===== config.mk =====
export PLATFORM = sky130hd
export DESIGN_NAME = tick_timer
export DESIGN_NICKNAME = d
export VERILOG_FILES = /design/src/rtl/tick_pkg.sv /design/src/rtl/tick_regs.sv /design/src/rtl/tick_ctrl.sv /design/src/rtl/tick_counter.sv /design/src/rtl/tick_timer.sv
export SDC_FILE = /design/constraint.sdc
export NUM_CORES = 1
export LEC_CHECK = 0
export BUFFER_PORTS_ARGS = -buffer_cell sky130_fd_sc_hd__buf_2
export CORE_UTILIZATION = 40
export DETAILED_ROUTE_END_ITERATION = 8
export PLACE_DENSITY = 0.54
export SLEW_MARGIN = 30
export SYNTH_ARGS = -nofsm -noshare
export SYNTH_HDL_FRONTEND = slang
export SYNTH_SLANG_ARGS = --single-unit

===== constraint.sdc =====
create_clock -name clk -period 4.55 [get_ports clk]
set_clock_uncertainty 0.2 [all_clocks]
set_input_delay 0.2275 -clock clk [delete_from_list [all_inputs] [get_ports clk]]
set_output_delay 0.2275 -clock clk [all_outputs]
set_load 0.05 [all_outputs]

===== src/rtl/tick_pkg.sv =====
package tick_pkg;
   typedef enum logic {
      TM_INTERVAL = 1'b0,
      TM_FREERUN  = 1'b1
   } tick_mode_e;

   localparam int unsigned OFF_CMP   = 32'h00;
   localparam int unsigned OFF_CNT   = 32'h04;
   localparam int unsigned OFF_STAT  = 32'h10;
   localparam int unsigned OFF_START = 32'h14;
   localparam int unsigned OFF_STOP  = 32'h18;
   localparam int unsigned OFF_MODE  = 32'h1C;
   localparam int unsigned MAX_LANES = 4;
endpackage


===== src/rtl/tick_regs.sv =====
module tick_regs
   import tick_pkg::*;
#(
   parameter int COUNT_W = 32,
   parameter int ADDR_W  = 8
) (
   input  logic               clk,
   input  logic               rst_n,
   input  logic [ADDR_W-1:0]  bus_addr,
   input  logic               bus_we,
   input  logic [7:0]         bus_wdata,
   input  logic               running,
   input  logic [COUNT_W-1:0] count,
   output logic               start_hit,
   output logic               stop_hit,
   output tick_mode_e         mode,
   output logic [COUNT_W-1:0] cmp,
   output logic [7:0]         bus_rdata
);
   localparam int NB = COUNT_W / 8;
   localparam logic [ADDR_W-1:0] A_STAT  = ADDR_W'(OFF_STAT);
   localparam logic [ADDR_W-1:0] A_START = ADDR_W'(OFF_START);
   localparam logic [ADDR_W-1:0] A_STOP  = ADDR_W'(OFF_STOP);
   localparam logic [ADDR_W-1:0] A_MODE  = ADDR_W'(OFF_MODE);

   generate
      if (COUNT_W % 8 != 0 || COUNT_W < 8 || NB > MAX_LANES)
         $error("tick_regs: COUNT_W must be 8, 16, 24 or 32");
      if (ADDR_W < 5)
         $error("tick_regs: ADDR_W must be at least 5");
   endgenerate

   logic cfg_open;
   assign cfg_open  = bus_we & ~running;
   assign start_hit = bus_we & (bus_addr == A_START) & bus_wdata[0];
   assign stop_hit  = bus_we & (bus_addr == A_STOP)  & bus_wdata[0];

   genvar g;
   generate
      for (g = 0; g < NB; g++) begin : g_cmp_lane
         localparam logic [ADDR_W-1:0] A_LANE = ADDR_W'(OFF_CMP + g);
         always_ff @(posedge clk) begin
            if (!rst_n)
               cmp[8*g +: 8] <= 8'h00;
            else if (cfg_open && bus_addr == A_LANE)
               cmp[8*g +: 8] <= bus_wdata;
         end
      end
   endgenerate

   always_ff @(posedge clk) begin
      if (!rst_n)
         mode <= TM_INTERVAL;
      else if (cfg_open && bus_addr == A_MODE)
         mode <= tick_mode_e'(bus_wdata[0]);
   end

   always_comb begin
      bus_rdata = 8'h00;
      for (int i = 0; i < NB; i++) begin
         if (bus_addr == ADDR_W'(OFF_CMP + i)) bus_rdata = cmp[8*i +: 8];
         if (bus_addr == ADDR_W'(OFF_CNT + i)) bus_rdata = count[8*i +: 8];
      end
      if (bus_addr == A_STAT) bus_rdata = {7'b0, running};
      if (bus_addr == A_MODE) bus_rdata = {7'b0, mode};
   end

   // configuration is frozen while counting
   a_r10_cfg_frozen: assert property (@(posedge clk) disable iff (!rst_n)
      running |=> ($stable(cmp) && $stable(mode)));
endmodule


===== src/rtl/tick_ctrl.sv =====
module tick_ctrl (
   input  logic clk,
   input  logic rst_n,
   input  logic start_hit,
   input  logic stop_hit,
   output logic running
);
   always_ff @(posedge clk) begin
      if (!rst_n)        running <= 1'b0;
      else if (stop_hit) running <= 1'b0;
      else if (start_hit) running <= 1'b1;
   end

   a_r3_start_runs: assert property (@(posedge clk) disable iff (!rst_n)
      (start_hit && !stop_hit) |=> running);
   a_r4_stop_halts: assert property (@(posedge clk) disable iff (!rst_n)
      stop_hit |=> !running);
endmodule


===== src/rtl/tick_counter.sv =====
module tick_counter
   import tick_pkg::*;
#(
   parameter int COUNT_W = 32
) (
   input  logic               clk,
   input  logic               rst_n,
   input  logic               running,
   input  logic               start_hit,
   input  logic               stop_hit,
   input  tick_mode_e         mode,
   input  logic [COUNT_W-1:0] cmp,
   output logic [COUNT_W-1:0] count,
   output logic               irq
);
   generate
      if (COUNT_W < 2) $error("tick_counter: COUNT_W too small");
   endgenerate

   logic load_now;
   logic at_zero;
   assign load_now = start_hit & ((mode == TM_INTERVAL) | ~running);
   assign at_zero  = (count == '0);

   always_ff @(posedge clk) begin
      if (!rst_n)
         count <= '0;
      else if (stop_hit)
         count <= count;
      else if (load_now)
         count <= (mode == TM_INTERVAL) ? cmp : '0;
      else if (running) begin
         if (mode == TM_INTERVAL)
            count <= at_zero ? cmp : count - 1'b1;
         else
            count <= count + 1'b1;
      end
   end

   assign irq = running & ((mode == TM_INTERVAL) ? at_zero : (count == cmp));

   a_r4_stop_holds: assert property (@(posedge clk) disable iff (!rst_n)
      stop_hit |=> count == $past(count));
   a_r5_reload_at_zero: assert property (@(posedge clk) disable iff (!rst_n)
      (running && mode == TM_INTERVAL && at_zero && !start_hit && !stop_hit)
      |=> count == $past(cmp));
   a_r6_forced_reload: assert property (@(posedge clk) disable iff (!rst_n)
      (running && mode == TM_INTERVAL && start_hit && !stop_hit)
      |=> count == $past(cmp));
   a_r8_free_start_ignored: assert property (@(posedge clk) disable iff (!rst_n)
      (running && mode == TM_FREERUN && start_hit && !stop_hit)
      |=> (running && count == COUNT_W'($past(count) + 1'b1)));
   a_r11_stopped_holds: assert property (@(posedge clk) disable iff (!rst_n)
      (!running && !start_hit) |=> count == $past(count));
endmodule


===== src/rtl/tick_timer.sv =====
module tick_timer
   import tick_pkg::*;
#(
   parameter int COUNT_W = 32,
   parameter int ADDR_W  = 8
) (
   input  logic              clk,
   input  logic              rst_n,
   input  logic [ADDR_W-1:0] bus_addr,
   input  logic              bus_we,
   input  logic [7:0]        bus_wdata,
   output logic [7:0]        bus_rdata,
   output logic              tick_irq
);
   logic               start_hit;
   logic               stop_hit;
   logic               running;
   tick_mode_e         mode;
   logic [COUNT_W-1:0] cmp;
   logic [COUNT_W-1:0] count;

   tick_regs #(.COUNT_W(COUNT_W), .ADDR_W(ADDR_W)) u_regs (
      .clk(clk), .rst_n(rst_n), .bus_addr(bus_addr), .bus_we(bus_we),
      .bus_wdata(bus_wdata), .running(running), .count(count),
      .start_hit(start_hit), .stop_hit(stop_hit), .mode(mode), .cmp(cmp),
      .bus_rdata(bus_rdata)
   );

   tick_ctrl u_ctrl (
      .clk(clk), .rst_n(rst_n), .start_hit(start_hit), .stop_hit(stop_hit),
      .running(running)
   );

   tick_counter #(.COUNT_W(COUNT_W)) u_cnt (
      .clk(clk), .rst_n(rst_n), .running(running), .start_hit(start_hit),
      .stop_hit(stop_hit), .mode(mode), .cmp(cmp), .count(count),
      .irq(tick_irq)
   );

   // free-running tick exactly on a compare match while running
   a_r9_free_match: assert property (@(posedge clk) disable iff (!rst_n)
      (mode == TM_FREERUN && tick_irq) |-> (running && count == cmp));
   // no ticks while stopped
   a_r11_quiet_stopped: assert property (@(posedge clk) disable iff (!rst_n)
      $fell(running) |-> !tick_irq);
endmodule


==> results of run 1 <==
[final cells by class]
cell class | count | area share (%)
multi-input combinational | 655 | 65.76
sequential | 66 | 20.57
timing repair buffer | 46 | 4.324
tap | 184 | 3.584
clock buffer | 9 | 3.506
clock inverter | 6 | 1.441
inverter | 14 | 0.8181
[synthesized netlist by cell type, types with 5 or more instances]
master | n | area share, %
o211ai_1 | 10 | 1.3
xnor2_1 | 40 | 5.9
nor4_1 | 19 | 2.0
a21oi_1 | 45 | 3.8
or2_2 | 7 | 0.74
inv_1 | 13 | 0.82
buf_2 | 8 | 0.68
o221a_2 | 7 | 1.3
clkbuf_1 | 64 | 4.1
nand4_1 | 24 | 2.5
a31oi_1 | 14 | 1.5
nand2b_1 | 7 | 0.74
a21boi_0 | 11 | 1.4
nand2_1 | 86 | 5.5
a211oi_1 | 6 | 0.76
or3_1 | 16 | 1.7
mux2i_1 | 29 | 4.9
nor2b_1 | 29 | 3.1
o21ai_0 | 50 | 4.2
nand3_1 | 42 | 3.6
or4_1 | 5 | 0.63
xor2_1 | 29 | 4.3
dfxtp_1 | 66 | 22
a22o_1 | 14 | 2.1
a221oi_1 | 11 | 1.6
and3_1 | 7 | 0.74
nor2_1 | 38 | 2.4
nor3_1 | 28 | 2.4
and2_1 | 7 | 0.74
[worst paths after layout]
kind         slack [ps]                         from  cells past startpoint                          end
min                   8                 bus_wdata[3]                      3   u_regs.cmp[3]$_SDFFE_PN0P_
max                1130  u_cnt.count[0]$_SDFFE_PN0P_                      9  u_cnt.count[8]$_SDFFE_PN0P_
max reg2reg        1130  u_cnt.count[0]$_SDFFE_PN0P_                      9  u_cnt.count[8]$_SDFFE_PN0P_
min reg2reg         360   u_regs.cmp[1]$_SDFFE_PN0P_                      2   u_regs.cmp[1]$_SDFFE_PN0P_
[state kept, by name (all words and copies together) (netlist names)]
signal          count
u_cnt.count        32
u_regs.cmp         32
u_ctrl.running      1
u_regs.mode         1
[power by group through the flow]
stage	Sequential (uW)	Clock (uW)	Combinational (uW)
after detailed placement	596	0	169
after CTS	583	784	170
after floorplan	593	0	123
final	584	781	174
after global placement	596	0	168
after global routing	583	812	187
[logic make-up (layout without fill, tap and decap cells)]
group / after synthesis / count (layout) / share of synthesized area (%)
simple gates: 336 / 336 / 30.08
xor+xnor: 69 / 69 / 10.21
fa+ha+maj: 3 / 3 / 0.6343
compound gates: 218 / 218 / 25.39
flops: 66 / 66 / 22.33
buf+inv: 93 / 75 / 6.448
mux: 29 / 29 / 4.905
[stage by stage]
stage	util (%)	power, uW	cells	instance area [um^2]
after floorplan	-	716.5	814	5918
final	44.37	1539	980	6424
after detailed placement	42.13	765.3	965	6100
after global routing	44.37	1582	980	6424
after CTS	44.32	1537	980	6417
after global placement	42.11	763.9	965	6097
[worst reg2reg max path: cells and delay by family (launching register included)]
| family | cells | cell delay [ps] |
|---|---|---|
| simple gates | 4 | 1650 |
| fa+ha+maj | 1 | 180 |
| flops | 1 | 430 |
| buf+inv | 2 | 490 |
| compound gates | 2 | 370 |
[routing by layer]
layer	vias to the layer above	routed length (um)	GRT usage (%)	share of wire [%]
met1	3097	10040	43.29	42
met3	84	2125	6.410	8.9
met4	0	1165	15.74	4.9
met2	363	10450	49.55	44
met5	-	0	0	0
li1	2960	-	-	-
==> flow_metrics.tcl, run 1 <==
set metrics [dict create \
    path_clk_slew_ps 60 \
    synth_edf_count 0 \
    period_minus_slack_ps 3424 \
    worstSetupEndpointType "flop" \
    cts_tree "yes" \
    grt_overflow 0 \
    criticalPathCategory "flop to flop" \
    worstPathRequired_ps 4600 \
    multi_input_area_mm2 0.004224 \
    cts.repair.resized 0 \
    finalHoldViolCount 0 \
    cpMaxStageDelayCell "nor4_1" \
    netlist_area_mm2 0.005918 \
    ys_warn_count 0 \
    antenna_found_initial 0 \
    layout_setup_ws_ps 1126 \
    vias 6504 \
    place_hpwl_um 16910 \
    fp.dieH_um 123.6 \
    switching_share_pct 27.20 \
    row_count 44 \
    drive_gt1_share_pct 11.56 \
    tightest_slew_ps 910.4 \
    ys_types 71 \
    setup_viol 0 \
    final_cell_mix "nand2_1, dfxtp_1, o21ai_0" \
    fillCellCount 1522 \
    start_util_pct 40.87 \
    synthesis.nets 836 \
    seq_area_frac_synth_pct 22.33 \
    power_leakage_uw 0.002528 \
    cts.path.max_buffers 2 \
    ant_nets 0 \
    place_ws_ps 1182 \
    vdd_drop_max_mv 0.1833 \
    finalCritPeriodShare_pct 75.25 \
    post-cts-setup-buffers 0 \
    syn_area_per_cell_um2 7.270 \
    clock-root-buffer "clkbuf_16" \
    grt_start_max_net_pins 69 \
    portBuffers 27 \
    final_nets 814 \
    syn_inst 814 \
    final_common_cell "nand2_1" \
    register_area_mm2 0.001321 \
    die_w_um 123.6 \
    pin_count 28 \
    relSlewSlack_pct 39.02 \
    worst-path-buf-inv 2 \
    clock.fmax_ghz 0.2921 \
    core-area_mm2 0.01448 \
    slew_violations 0 \
    fin_hold_ws_ps 7.592 \
    power.switching_uw 418.5 \
    critPathMaxStageDelay_ps 590 \
    die-area_mm2 0.01529 \
    clock_sinks 66 \
    numCtsBuffers 9 \
    drt-total-wl_um 23780 \
    tns_ps 0 \
    path_delay_family "simple AND/OR/NAND/NOR gates" \
    cts_hold_buf 0 \
    path_cells "inv_1 -> ha_1 -> or4b_2 -> nor4_1 -> nand3_2 -> buf_4 -> a211oi_1 -> o2111ai_1 -> and3_1" \
    htree_levels 3 \
    pwr-share-clk_pct 50.8 \
    combPwrFrac_pct 11.3 \
    remaining_drc_errors 0 \
    antenna_cells 0 \
    async_flop_share_pct 0 \
    grt_use_total_pct 32.39 \
    detail_route.vias_per_cell 6.637 \
    ys_ff_latch 66 \
    dr.pass1.iters 5 \
    wl_per_cell_um 24.27 \
    grt_pass1_vias 6044 \
    seqPwrFrac_pct 37.9 \
    critPathMaxFanout 20 \
    clk_latency_ps 360 \
    drv_cap 0 \
    intPower_uw 1120 \
    grt_pass1_wl_um 36340 \
    hp-class "primary input to flop" \
    start_kind "flop" \
    gp_congestion 0.9617 \
    drt_iter0_markers 890 \
    p_per_area_mw_per_mm2 239.5 \
    rsz0062_at_grt "false" \
    status "finished clean" \
    ys.flop_type "dfxtp_1" \
    syn_to_final_growth_pct 8.541 \
    arrival_ps 3470 \
]
No activity file was read; power rests on OpenSTA's default activity.
==> run 2, diff against run 1 <==
ABC_AREA = 1   (was not set)
PLACE_DENSITY = 0.56   (was 0.54)
clock period = 2.9 ns   (was 4.55 ns; I/O delays follow)
==> run 2 against run 1 <==
  * Core utilization is 0.78 points higher
  * Largest cell class unchanged
  * Design area is 17% higher
  * Sequential power is 57% higher
  * Combinational power is 49% higher
  * Hold slack better by 27 ps
  * Final cell count is 45% higher
  * Via count is 23% higher
  * Sequential share of layout area is 2.9 points lower
  * Area after synthesis is 15% higher
  * Routed wire length is 21% higher
  * Critical path depth stayed put
  * Total power is 64% higher
==> flow_metrics.tcl, run 2 <==
set metrics [dict create \
    status "finished clean" \
    pwr-share-clk_pct 53.3 \
    synthAdderAreaFrac_pct 0.5527 \
    tns_ps 0 \
    grt_start_max_net_pins 66 \
    seq_area_frac_synth_pct 19.45 \
    antenna_cells 0 \
    ant_nets 0 \
    dr.pass1.iters 6 \
    remaining_drc_errors 0 \
    finalHoldViolCount 0 \
    grt_overflow 0 \
    antenna_found_initial 0 \
    synth.top_cell.area_share_pct 23.10 \
    relSlewSlack_pct 41.44 \
    startpoint "u_cnt.count[13]$_SDFFE_PN0P_" \
    synth_edf_count 0 \
    rsz0062_at_grt "false" \
    yosysTopAreaCell "nand2_1" \
    drv_cap 0 \
    netlist_area_mm2 0.006792 \
    tightest_slew_ps 875.2 \
    drt-total-wl_um 28820 \
    slew_violations 0 \
    ys_ff_latch 66 \
    start_kind "flop" \
    final_nets 1216 \
    place_hpwl_um 21590 \
    hp-start "bus_addr[2]" \
    ys_types 43 \
    worstPathRequired_ps 2560 \
    start_util_pct 40.95 \
    finalCritPeriodShare_pct 96.79 \
    pin_count 28 \
    synth_common_cells "nand2_1, nor2_1, inv_1" \
    final_cell_mix "nand2_1, nor2_1, inv_1" \
    clock_sinks 66 \
    wl_per_cell_um 20.31 \
    cts.path.max_buffers 2 \
    path_clk_slew_ps 70 \
    post-cts-setup-buffers 0 \
    synth_most_common_cell "nand2_1" \
    grt_use_total_pct 33.66 \
    vias 8015 \
    grt_pass1_wl_um 44440 \
    syn_inst 1170 \
    synth_top_family_by_area "simple AND/OR/NAND/NOR gates" \
    power_leakage_uw 0.003576 \
    reg2reg_from "u_cnt.count[0]$_SDFFE_PN0P_" \
    ys_warn_count 0 \
    place_ws_ps 478.9 \
    final_area_mm2 0.007487 \
    clock.fmax_ghz 0.3563 \
    setup_viol 0 \
    hp-class "primary input to flop" \
    portBuffers 27 \
    final_common_cell "nand2_1" \
    synth-xor-area-share_pct 4.127 \
    largest_registers "u_cnt.count x32, u_regs.cmp x32" \
    combPwrFrac_pct 10.3 \
    core-area_mm2 0.01658 \
    period_minus_slack_ps 2807 \
    async_flop_share_pct 0 \
    drive_gt1_share_pct 14.10 \
    die-area_mm2 0.01750 \
    numCtsBuffers 9 \
    path_cells "inv_1 -> nand2_1 -> nand3_1 -> nor3_1 -> nand2_1 -> nor2_1 -> nand3_1 -> a21oi_1 -> buf_4" \
    row_count 47 \
    synthTopCellsByArea "nand2_1, dfxtp_1, nor2_1, a21oi_1, o21ai_0" \
    power.switching_uw 679.5 \
    synthMuxAreaShare_pct 0 \
    cts_tree "yes" \
    arrival_ps 2460 \
    clk_latency_ps 360 \
    htree_levels 3 \
    switching_share_pct 27.00 \
    synth_compound_area_share_pct 15.94 \
    dpl_cell_area_mm2 0.007051 \
    syn_area_per_cell_um2 5.805 \
    cpMaxStageDelayCell "dfxtp_1" \
    fp.dieH_um 132.3 \
    grt_pass1_vias 7551 \
    intPower_uw 1837 \
    seqPwrFrac_pct 36.3 \
    worstSetupEndpointType "output pin" \
    syn_to_final_growth_pct 10.24 \
    clock-root-buffer "clkbuf_16" \
    layout_setup_ws_ps 93.04 \
    gp_congestion 0.9773 \
    detail_route.vias_per_cell 5.648 \
    yosys.area_share.simple_pct 49.17 \
    synthesis.nets 1192 \
    critPathMaxFanout 8 \
    critPathMaxStageDelay_ps 580 \
    p_per_area_mw_per_mm2 336.1 \
    criticalPathCategory "flop to output pin" \
    drt_iter0_markers 882 \
    ys.flop_type "dfxtp_1" \
    die_w_um 132.3 \
    vdd_drop_max_mv 0.4566 \
]
[run 2: worst paths after layout]
path	to	cells past startpoint	slack (ps)
setup / recovery	tick_irq	9	90
hold / removal	u_regs.mode$_SDFFE_PN0P_	5	30
setup reg to reg	u_cnt.count[26]$_SDFFE_PN0P_	11	440
hold reg to reg	u_regs.cmp[5]$_SDFFE_PN0P_	2	340
[run 2: power by group through the flow]
stage          Combinational (uW)  Sequential, uW  Clock [uW]
3_5_place_dp                  247             934           0
5_1_grt                       287             914        1390
6_report                      260             914        1340
4_1_cts                       256             914        1360
3_3_place_gp                  246             934           0
2_1_floorplan                 172             931           0
[run 2: critical path: cells and delay by family (launching register included)]
family | cells | cell delay (ps)
buffers and inverters | 2 | 430
flip-flops | 1 | 580
AND/OR/NAND/NOR | 6 | 880
AO/OA/AOI/OAI | 1 | 210
[run 2: metrics by stage]
| stage | utilization [%] | instances | hold WS, ps | total power, uW |
|---|---|---|---|---|
| after global placement | 42.52 | 1394 | 253.1 | 1180 |
| final | 45.15 | 1419 | 34.21 | 2517 |
| after floorplan | - | 1170 | 79.90 | 1103 |
| after detailed placement | 42.52 | 1394 | 260.7 | 1181 |
| after global routing | 45.15 | 1419 | 52.33 | 2591 |
| after CTS | 45.13 | 1419 | 31.21 | 2532 |
[run 2: cell families (layout without fill, tap and decap cells)]
logic type      Yosys count  count (layout)
compound gates          191             191
fa+ha+maj                 3               3
flops                    66              66
simple gates            736             736
buf+inv                 142             171
xor+xnor                 32              32
[run 2: cell type report]
class                      instances  area (um^2)
fill                            1865         9096
inverter                          90        337.8
clock inverter                     6        115.1
timing repair buffer              65        457.9
tap                              220        275.3
multi-input combinational        962         4751
clock buffer                      10        229.0
sequential                        66         1321
[run 2: routing by layer]
metal	vias to the layer above	GRT usage [%]	routed length, um
li1	3825	-	-
met1	3699	43.27	12110
met2	406	53.35	12780
met3	85	7.882	2718
met4	0	15.33	1212
met5	-	0	0
[run 2: repair_timing]
action                                  4_1_cts  5_1_grt
endpoints found under the setup margin        0        1
resized for setup                             0        2
endpoints found under the hold margin        31        0
hold buffers                                  9        0
